==> config.mk <==
export PLATFORM = sky130hd
export DESIGN_NAME = uart_irq_ctrl
export DESIGN_NICKNAME = d
export VERILOG_FILES = /design/src/rtl/uart_irq_pkg.sv /design/src/rtl/uart_irq_decode.sv /design/src/rtl/uart_irq_tick.sv /design/src/rtl/uart_irq_regs.sv /design/src/rtl/uart_irq_ctrl.sv
export SDC_FILE = /design/constraint.sdc
export NUM_CORES = 1
export LEC_CHECK = 0
export CORE_AREA = 10 10 62 64
export CTS_CLUSTER_SIZE = 20
export DETAILED_ROUTE_END_ITERATION = 10
export DIE_AREA = 0 0 72 74
export GPL_TIMING_DRIVEN = 0
export HOLD_SLACK_MARGIN = 0.05
export PLACE_DENSITY = 0.79
export SLEW_MARGIN = 20
export SYNTH_ARGS = -nofsm -noshare
export SYNTH_HDL_FRONTEND = slang
export SYNTH_HIERARCHICAL = 1
export SYNTH_SLANG_ARGS = --single-unit
export TNS_END_PERCENT = 1
==> constraint.sdc <==
create_clock -name clk -period 4.8 [get_ports clk]
set_clock_uncertainty 0.1 [all_clocks]
set_input_delay 1.2 -clock clk [delete_from_list [all_inputs] [get_ports clk]]
set_output_delay 1.2 -clock clk [all_outputs]
set_load 0.02 [all_outputs]
==> src/rtl/uart_irq_pkg.sv <==
package uart_irq_pkg;
    localparam int ADDR_W = 12;
    localparam int DATA_W = 8;

    localparam logic [ADDR_W-1:0] OFF_LSR_A  = 12'h40C;
    localparam logic [ADDR_W-1:0] OFF_CMD_A  = 12'h414;
    localparam logic [ADDR_W-1:0] OFF_HOLD_A = 12'h41C;
    localparam logic [ADDR_W-1:0] OFF_IRQ    = 12'h42C;
    localparam logic [ADDR_W-1:0] OFF_LSR_B  = 12'h44C;
    localparam logic [ADDR_W-1:0] OFF_CMD_B  = 12'h454;
    localparam logic [ADDR_W-1:0] OFF_HOLD_B = 12'h45C;

    // status bit positions
    localparam int ST_TXA = 0;
    localparam int ST_RXA = 1;
    localparam int ST_TXB = 4;
    localparam int ST_RXB = 5;

    // command and line status field positions
    localparam int CMD_FLUSH_BIT = 3;
    localparam int LSR_RX_BIT    = 0;
    localparam int LSR_TX_BIT    = 2;

    typedef struct packed {
        logic lsr_a_rd;
        logic lsr_b_rd;
        logic hold_a_rd;
        logic hold_b_rd;
        logic hold_a_wr;
        logic hold_b_wr;
        logic cmd_a_wr;
        logic cmd_b_wr;
        logic mask_wr;
        logic stat_rd;
    } acc_t;

    typedef struct packed {
        logic rx_b;
        logic tx_b;
        logic rx_a;
        logic tx_a;
    } mask_t;

    function automatic logic [DATA_W-1:0] line_status(input logic avail);
        logic [DATA_W-1:0] v;
        v = '0;
        v[LSR_RX_BIT] = avail;
        v[LSR_TX_BIT] = 1'b1;
        return v;
    endfunction
endpackage

==> src/rtl/uart_irq_decode.sv <==
module uart_irq_decode
    import uart_irq_pkg::*;
(
    input  logic [ADDR_W-1:0] addr,
    input  logic              rd,
    input  logic              wr,
    output acc_t              acc
);
    always_comb begin
        acc           = '0;
        acc.lsr_a_rd  = rd && (addr == OFF_LSR_A);
        acc.lsr_b_rd  = rd && (addr == OFF_LSR_B);
        acc.hold_a_rd = rd && (addr == OFF_HOLD_A);
        acc.hold_b_rd = rd && (addr == OFF_HOLD_B);
        acc.stat_rd   = rd && (addr == OFF_IRQ);
        acc.hold_a_wr = wr && (addr == OFF_HOLD_A);
        acc.hold_b_wr = wr && (addr == OFF_HOLD_B);
        acc.cmd_a_wr  = wr && (addr == OFF_CMD_A);
        acc.cmd_b_wr  = wr && (addr == OFF_CMD_B);
        acc.mask_wr   = wr && (addr == OFF_IRQ);
    end
endmodule

==> src/rtl/uart_irq_tick.sv <==
module uart_irq_tick #(
    parameter int TICK_DIV = 2
) (
    input  logic clk,
    input  logic rst,
    input  logic tick,
    output logic evt
);
    localparam int CW = (TICK_DIV > 2) ? $clog2(TICK_DIV) : 1;
    localparam logic [CW-1:0] LAST = CW'(TICK_DIV - 1);

    logic [CW-1:0] cnt;

    assign evt = tick && (cnt == LAST);

    always_ff @(posedge clk) begin
        if (rst) begin
            cnt <= '0;
        end else if (tick) begin
            if (cnt == LAST) cnt <= '0;
            else             cnt <= cnt + 1'b1;
        end
    end
endmodule

==> src/rtl/uart_irq_regs.sv <==
module uart_irq_regs
    import uart_irq_pkg::*;
(
    input  logic              clk,
    input  logic              rst,
    input  logic              mask_wr,
    input  mask_t             mask_in,
    input  logic              lsr_a_rd,
    input  logic              hold_a_rd,
    input  logic              hold_b_rd,
    input  logic              hold_a_wr,
    input  logic              hold_b_wr,
    input  logic              rx_arrive_a,
    input  logic              rx_arrive_b,
    input  logic              tick_evt,
    output logic [DATA_W-1:0] status,
    output logic              irq
);
    mask_t             mask;
    logic [DATA_W-1:0] set_v;
    logic [DATA_W-1:0] clr_v;

    always_comb begin
        set_v = '0;
        clr_v = '0;
        if (rx_arrive_a && mask.rx_a) set_v[ST_RXA] = 1'b1;
        if (rx_arrive_b && mask.rx_b) set_v[ST_RXB] = 1'b1;
        if (tick_evt && (mask.tx_a || mask.tx_b)) begin
            set_v[ST_TXA] = 1'b1;
            set_v[ST_TXB] = 1'b1;
        end
        if (hold_a_rd) clr_v[ST_RXA] = 1'b1;
        if (hold_b_rd) clr_v[ST_RXB] = 1'b1;
        if (hold_a_wr) clr_v[ST_TXA] = 1'b1;
        if (hold_b_wr) clr_v[ST_TXB] = 1'b1;
    end

    always_ff @(posedge clk) begin
        if (rst) begin
            status <= '0;
            mask   <= '0;
            irq    <= 1'b0;
        end else begin
            status <= (status & ~clr_v) | set_v;
            irq    <= (irq && !lsr_a_rd) || (|set_v);
            if (mask_wr) mask <= mask_in;
        end
    end
endmodule

==> src/rtl/uart_irq_ctrl.sv <==
module uart_irq_ctrl
    import uart_irq_pkg::*;
#(
    parameter int TICK_DIV = 2
) (
    input  logic              clk,
    input  logic              rst,
    input  logic [ADDR_W-1:0] bus_addr,
    input  logic              bus_rd,
    input  logic              bus_wr,
    input  logic [DATA_W-1:0] bus_wdata,
    output logic [DATA_W-1:0] bus_rdata,
    input  logic              rx_arrive_a,
    input  logic              rx_arrive_b,
    input  logic              rx_avail_a,
    input  logic              rx_avail_b,
    input  logic [DATA_W-1:0] rx_data_a,
    input  logic [DATA_W-1:0] rx_data_b,
    input  logic              tick,
    output logic              rx_take_a,
    output logic              rx_take_b,
    output logic              tx_load_a,
    output logic              tx_load_b,
    output logic [DATA_W-1:0] tx_data,
    output logic              flush_a,
    output logic              flush_b,
    output logic              irq
);
    acc_t              acc;
    logic              tick_evt;
    logic [DATA_W-1:0] status;
    mask_t             mask_in;

    uart_irq_decode u_dec (
        .addr (bus_addr),
        .rd   (bus_rd),
        .wr   (bus_wr),
        .acc  (acc)
    );

    uart_irq_tick #(.TICK_DIV(TICK_DIV)) u_tick (
        .clk  (clk),
        .rst  (rst),
        .tick (tick),
        .evt  (tick_evt)
    );

    assign mask_in = '{rx_b: bus_wdata[ST_RXB], tx_b: bus_wdata[ST_TXB],
                       rx_a: bus_wdata[ST_RXA], tx_a: bus_wdata[ST_TXA]};

    uart_irq_regs u_regs (
        .clk         (clk),
        .rst         (rst),
        .mask_wr     (acc.mask_wr),
        .mask_in     (mask_in),
        .lsr_a_rd    (acc.lsr_a_rd),
        .hold_a_rd   (acc.hold_a_rd),
        .hold_b_rd   (acc.hold_b_rd),
        .hold_a_wr   (acc.hold_a_wr),
        .hold_b_wr   (acc.hold_b_wr),
        .rx_arrive_a (rx_arrive_a),
        .rx_arrive_b (rx_arrive_b),
        .tick_evt    (tick_evt),
        .status      (status),
        .irq         (irq)
    );

    assign rx_take_a = acc.hold_a_rd;
    assign rx_take_b = acc.hold_b_rd;
    assign tx_load_a = acc.hold_a_wr;
    assign tx_load_b = acc.hold_b_wr;
    assign tx_data   = bus_wdata;
    assign flush_a   = acc.cmd_a_wr && bus_wdata[CMD_FLUSH_BIT];
    assign flush_b   = acc.cmd_b_wr && bus_wdata[CMD_FLUSH_BIT];

    always_comb begin
        bus_rdata = '0;
        if (acc.lsr_a_rd)  bus_rdata = line_status(rx_avail_a);
        if (acc.lsr_b_rd)  bus_rdata = line_status(rx_avail_b);
        if (acc.hold_a_rd) bus_rdata = rx_data_a;
        if (acc.hold_b_rd) bus_rdata = rx_data_b;
        if (acc.stat_rd)   bus_rdata = status;
    end
endmodule

; ---- Word level (Yosys, flattened, before mapping)
; Cells that the tools add are included.
[totals]
latch_bits = 0
in_bits = 45
ff_bits = 14
wordCells = 52
memories = 0
ram_bits = 0
romBits = 0
[op_classes]
shift = 0
order_cmp = 0
add_sub_neg = 1
reduce_logical = 21
mux = 13
bitwise_logic = 3
n_mul = 0
div_mod_pow = 0
n_eq_ne = 7
[op_table]
columns = operator, count
row1 = $eq 12x11->1 const B, 7
row2 = $mux 8, 4
row3 = $logic_and 1x1->1, 17
row4 = $and 8x8->8, 1
row5 = $mux 1, 8
row6 = $not 6->8, 1
row7 = $or 8x6->8, 1
row8 = $mux 3, 1
row9 = $reduce_or 3->1, 1
row10 = $logic_or 1x1->1, 2
row11 = $add 1x1->1 const B, 1
row12 = $logic_not 1->1, 1

; ---- Depth between registers and ports, before layout
[logic_depth]
ltp_word = 7
ltp_mapped = 7
mapped_depth_nobuf = 5

; ---- By module
; Netlist, hierarchy kept.
[by_module_without_submodules]
columns = module, area_per_inst_um2, cells_per_inst, n_inst
row1 = uart_irq_regs, 361.6, 37, 1
row2 = uart_irq_ctrl, 281.5, 45, 1
row3 = uart_irq_decode, 163.9, 23, 1
row4 = uart_irq_tick, 40.0, 4, 1

; ---- Worst setup path before layout
; No wires, ideal clock.
[synth_timing]
path_kind = input to output
start = in bus_addr[9]
end = out bus_rdata[1]
n_path_buf = 1
required_time_ps = 3500
path_stages = 6
t_arrival_ps = 3921
path_slack_ps = -421
cell_sequence = or4b_1 buf_6 nor4_1 and2b_2 a22oi_1 o21ai_0
[synth_rtl]
columns = item, line
row1 = from (decl), uart_irq_ctrl.sv:8  ; input logic [ADDR_W-1:0] bus_addr,
row2 = $eq 12x11->1, uart_irq_decode.sv:13  ; acc.hold_a_rd = rd && (addr == OFF_HOLD_A);
row3 = $logic_and 1x1->1, uart_irq_decode.sv:13
row4 = via rx_take_a, uart_irq_ctrl.sv:20  ; output logic rx_take_a,
row5 = $mux 8, uart_irq_ctrl.sv:80  ; if (acc.hold_a_rd) bus_rdata = rx_data_a;
row6 = $mux 8, uart_irq_ctrl.sv:81  ; if (acc.hold_b_rd) bus_rdata = rx_data_b;
row7 = $mux 8, uart_irq_ctrl.sv:82  ; if (acc.stat_rd) bus_rdata = status;
row8 = to (decl), uart_irq_ctrl.sv:12  ; output logic [DATA_W-1:0] bus_rdata,
; The timed path passes the listed nets, and every way through them passes these cells.

; ---- Worst setup path in the final report
[layout_timing]
start = in bus_addr[9]
end = out bus_rdata[7]
[layout_between]
elab_chain_len = 5
[layout_rtl]
columns = item, line
row1 = $eq 12x11->1, uart_irq_decode.sv:13
row2 = $logic_and 1x1->1, uart_irq_decode.sv:13
row3 = $mux 8, uart_irq_ctrl.sv:80
row4 = $mux 8, uart_irq_ctrl.sv:81
row5 = $mux 8 (*), uart_irq_ctrl.sv:82
; Mark *: on every way between the ends. The rest lies on a longest branch, timed or not.

==> report_table.html <==
<table>
<tr><th>Metric</th><th>Value</th></tr>
<tr><th colspan="2">Timing</th></tr>
<tr><td>Setup repair after global routing missed its margin</td><td>true</td></tr>
<tr><td>Clock period minus final worst setup slack</td><td>4.73 ns</td></tr>
<tr><td>Worst rel slew slack</td><td>0.567</td></tr>
<tr><td>Maximum clock frequency</td><td>~210 MHz</td></tr>
<tr><td>Setup violations, final</td><td>0</td></tr>
<tr><td>Slew Limit Fails</td><td>0</td></tr>
<tr><td>Min setup slack post-route</td><td>0.0713 ns</td></tr>
<tr><td>Least-Margin Pin Slew</td><td>approximately 0.65 ns</td></tr>
<tr><td>Hold violation total from the final report</td><td>0</td></tr>
<tr><td>Final period util</td><td>0.985</td></tr>
<tr><td>Final-layout setup total negative slack</td><td>0 ns</td></tr>
<tr><th colspan="2">Power and ir drop</th></tr>
<tr><td>Total power per unit cell area</td><td>about 130 nW/um^2</td></tr>
<tr><td>Portion of total power attributed to combinational logic</td><td>0.332</td></tr>
<tr><td>Clock share of power</td><td>0.261</td></tr>
<tr><td>Total design power</td><td>approximately 210 uW</td></tr>
<tr><td>Net switching share of the total power</td><td>0.234</td></tr>
<tr><td>P_leak</td><td>0.634 nW</td></tr>
<tr><td>Net Switching</td><td>between 40 and 50 uW</td></tr>
<tr><td>Sequential power share</td><td>0.407</td></tr>
<tr><td>Peak supply drop</td><td>around 0.13 mV</td></tr>
<tr><td>Cell internal pwr</td><td>~160 uW</td></tr>
<tr><th colspan="2">Setup path</th></tr>
<tr><td>Startpoint type of the worst setup path</td><td>input port</td></tr>
<tr><td>CP Max Fanout</td><td>10</td></tr>
<tr><td>Arrival time reported for the critical path endpoint</td><td>approximately 3.4 ns</td></tr>
<tr><td>Required time of the worst setup path</td><td>3.50 ns</td></tr>
<tr><td>Top Family by Delay on Critical Path</td><td>buffers and inverters</td></tr>
<tr><td>Largest incremental delay on the critical path</td><td>0.53 ns</td></tr>
<tr><td>Standard cell with the maximum stage delay on the critical path</td><td>or4b_1</td></tr>
<tr><td>Nature of the critical path endpoint</td><td>primary output</td></tr>
<tr><td>Number of buffer and inverter instances along the worst setup path</td><td>4</td></tr>
<tr><td>Category of the critical setup timing path</td><td>in -&gt; out</td></tr>
<tr><td>Worst path cell trace</td><td>clkdlybuf4s50_1, or4b_1, buf_6, nor4_4, buf_4, and2b_2, a22oi_1, o21ai_0, clkdlybuf4s15_1</td></tr>
<tr><th colspan="2">Detailed routing</th></tr>
<tr><td>Number of remaining DRC errors</td><td>0</td></tr>
<tr><td>Total via count in the routed design</td><td>between 1000 and 1500</td></tr>
<tr><td>Initial detailed-routing violation count</td><td>between 40 and 50</td></tr>
<tr><td>Drt pass-1 iters</td><td>4</td></tr>
<tr><td>Antenna viol nets, final</td><td>0</td></tr>
<tr><td>Wire length after detailed routing</td><td>3.23 mm</td></tr>
<tr><td>Average routed wire per standard cell</td><td>15.1 um</td></tr>
<tr><td>Avg Vias per Cell</td><td>between 4 and 5</td></tr>
<tr><th colspan="2">Place</th></tr>
<tr><td>Placed cell area</td><td>approximately 1600 um^2</td></tr>
<tr><td>DP Wirelength</td><td>about 2.8 mm</td></tr>
<tr><td>I/O Buffers</td><td>64</td></tr>
<tr><td>Routability congestion estimate</td><td>approximately 0.78</td></tr>
<tr><td>Place WS</td><td>-0.835 ns</td></tr>
<tr><th colspan="2">Logic synthesis</th></tr>
<tr><td>Instance count of the mapped netlist</td><td>109</td></tr>
<tr><td>Synthesized area per cell</td><td>between 7 and 8 um^2</td></tr>
<tr><td>Number of distinct standard cells referenced by the synthesized netlist</td><td>34</td></tr>
<tr><td>Dominant combinational cell family by area after synthesis</td><td>simple AND/OR/NAND/NOR gates</td></tr>
<tr><td>Top flip-flop cell by instance count after synthesis</td><td>dfxtp_1</td></tr>
<tr><td>Post-synthesis compound-gate area fraction</td><td>0.165</td></tr>
<tr><td>Number of warnings issued by yosys</td><td>6</td></tr>
<tr><td>Post-Synth Adder-Cell Area</td><td>0</td></tr>
<tr><td>Synth async-reset ratio</td><td>0</td></tr>
<tr><td>Number of synthesized flops with an enable pin</td><td>0</td></tr>
<tr><td>Number of register bits inferred by synthesis</td><td>10</td></tr>
<tr><td>Share of the yosys chip area belonging to registers</td><td>0.236</td></tr>
<tr><td>Xor-xnor portion of the synthesized cell area</td><td>0.0103</td></tr>
<tr><td>Multiplexer area fraction after synthesis</td><td>0.0606</td></tr>
<tr><td>Simple logic cell fraction of the synthesized area</td><td>0.360</td></tr>
<tr><td>Mapped cell area</td><td>847 um^2</td></tr>
<tr><th colspan="2">Global routing</th></tr>
<tr><td>Vias in the first global route</td><td>around 1200</td></tr>
<tr><td>Total track usage</td><td>0.120</td></tr>
<tr><td>Pin count of the biggest net entering global routing</td><td>11</td></tr>
<tr><td>Number of antenna violations at the first check in global routing</td><td>0</td></tr>
<tr><td>GR Overflow Total</td><td>0</td></tr>
<tr><td>Wire length of the first global-routing pass</td><td>~5.3 mm</td></tr>
<tr><th colspan="2">Cells and area</th></tr>
<tr><td>Net total in the final layout</td><td>230</td></tr>
<tr><td>Layout overhead on the synthesized area</td><td>92.9%</td></tr>
<tr><td>Final design instance area without fill</td><td>around 1600 um^2</td></tr>
<tr><td>ANT cells</td><td>0</td></tr>
<tr><td>Most frequent cells in the layout</td><td>clkdlybuf4s50_1, buf_4, dfxtp_1</td></tr>
<tr><td>Ratio of cells with drive above 1 in the final layout</td><td>0.262</td></tr>
<tr><td>Most frequent standard cell in the layout excluding fill and tap cells</td><td>clkdlybuf4s50_1</td></tr>
<tr><th colspan="2">Floorplan</th></tr>
<tr><td>Vert. Die Dim</td><td>~74 um</td></tr>
<tr><td>CORE AREA</td><td>roughly 2700 um^2</td></tr>
<tr><td>Area enclosed by the die boundary</td><td>5330 um^2</td></tr>
<tr><td>Effective utilization at floorplan</td><td>0.318</td></tr>
<tr><td>Top Ports</td><td>between 60 and 70</td></tr>
<tr><td>Horizontal extent of the die</td><td>72 um</td></tr>
<tr><td>Std cell rows</td><td>19</td></tr>
<tr><th colspan="2">Clocking</th></tr>
<tr><td>Htree depth</td><td>1</td></tr>
<tr><td>TritonCTS clock tree</td><td>built</td></tr>
<tr><td>Clock Latency Late Sink</td><td>roughly 0.25 ns</td></tr>
<tr><td>Hold-fix buffers, CTS</td><td>0</td></tr>
<tr><td>Total CTS buffers</td><td>3</td></tr>
<tr><td>Buffer cell driving the clock tree root</td><td>clkbuf_4</td></tr>
<tr><td>Number of clock sinks</td><td>10</td></tr>
<tr><td>CTS clock-pin slew for the worst setup and hold paths</td><td>about 0.060 ns</td></tr>
<tr><td>Buffer depth of the longest clock path</td><td>2</td></tr>
<tr><th colspan="2">Outcome</th></tr>
<tr><td>Result of the run</td><td>finished, final reports clean</td></tr>
<tr><th colspan="2">Flow run</th></tr>
<tr><td>Max-capacitance violation count</td><td>0</td></tr>
<tr><th colspan="2">Hold path</th></tr>
<tr><td>Class of the tightest hold or removal check</td><td>reg -&gt; reg</td></tr>
</table>
==> cells in the mapped netlist (all sizes together), types with 2 or more instances <==
| master | count | area (um^2) |
|---|---|---|
| nand3b | 5 | 37.5 |
| nor2b | 2 | 15.0 |
| o21ai | 7 | 38.8 |
| nor4 | 10 | 62.6 |
| mux2i | 4 | 40.0 |
| clkbuf | 3 | 11.3 |
| nand2 | 9 | 33.8 |
| and3b | 2 | 20.0 |
| nor2 | 5 | 18.8 |
| dfxtp | 10 | 200 |
| and2 | 3 | 20.0 |
| a21oi | 9 | 45.0 |
| a22oi | 4 | 30.0 |
| or4b | 2 | 20.0 |
| buf | 16 | 123 |
| nand2b | 6 | 37.5 |
==> power groups by stage <==
stage | sequential, mW | combinational [mW] | clock [mW]
finish | 0.0844 | 0.0688 | 0.0540
global route | 0.0844 | 0.0737 | 0.0585
CTS | 0.0844 | 0.0694 | 0.0554
detailed placement | 0.0863 | 0.0665 | 0
global placement | 0.0862 | 0.0650 | 0
floorplan | 0.0861 | 0.0221 | 0
==> stage by stage <==
| stage | hold slack, ns | std cells | utilization |
|---|---|---|---|
| 2_1_floorplan | 0.350 | 112 | - |
| 3_3_place_gp | 0.364 | 207 | 0.582 |
| 3_5_place_dp | 0.376 | 207 | 0.582 |
| 4_1_cts | 0.385 | 213 | 0.621 |
| 5_1_grt | 0.427 | 214 | 0.614 |
| 6_report | 0.385 | 214 | 0.614 |
==> cells by family after synthesis <==
| group | after synthesis |
|---|---|
| and+or+nand+nor | 49 |
| AOI/OAI and AO/OA | 23 |
| buffers and inverters | 20 |
| DFF | 10 |
| muxes | 5 |
| xor gates and xnor gates | 1 |
| other | 1 |
==> final timing paths <==
path,start,end,slack [ns],cells past startpoint
worst max register to register,u_tick/cnt$_SDFFE_PP0P_,u_regs/irq$_SDFF_PP0_,3.88,3
worst min-delay path,u_regs/status[4]$_SDFF_PP0_,u_regs/status[4]$_SDFF_PP0_,0.38,2
worst max-delay path,bus_addr[9],bus_rdata[7],0.07,9
worst min register to register,u_regs/status[4]$_SDFF_PP0_,u_regs/status[4]$_SDFF_PP0_,0.38,2
==> area by class of cell <==
cell class                      count  area, um^2
Tap cell                           31        38.8
Fill cell                         253        1030
Inverter                            1        3.75
Buffer                             19         140
Clock buffer                        3        22.5
Timing Repair Buffer               68         638
Sequential cell                    10         200
Multi-Input combinational cell     82         591
==> registers in the layout, indices dropped and copies added (netlist names) <==
signal / count
u_regs/irq: 1
u_regs/mask: 4
u_regs/status: 4
u_tick/cnt: 1
==> layer usage <==
layer	track usage	vias to the layer above	routed length (um)
li1	-	532	-
met1	0.123	487	1220
met2	0.220	44	1650
met3	0.0572	0	359
met4	0.0194	0	0
met5	0	-	0
==> worst reg2reg max path, delay by kind of cell (launching register included) <==
kind	cells	cell delay, ns
AOI/OAI and AO/OA	2	0.21
and+or+nand+nor	1	0.17
DFF	1	0.32
==> repair_timing <==
item | 4_1_cts | 5_1_grt
buffers inserted | 3 | 1
pin swaps | 3 | 2
endpoints found under the setup margin | 9 | 8
resized for setup | 25 | 21
gates cloned | 0 | 0
Power figures use the tool's default switching activity.
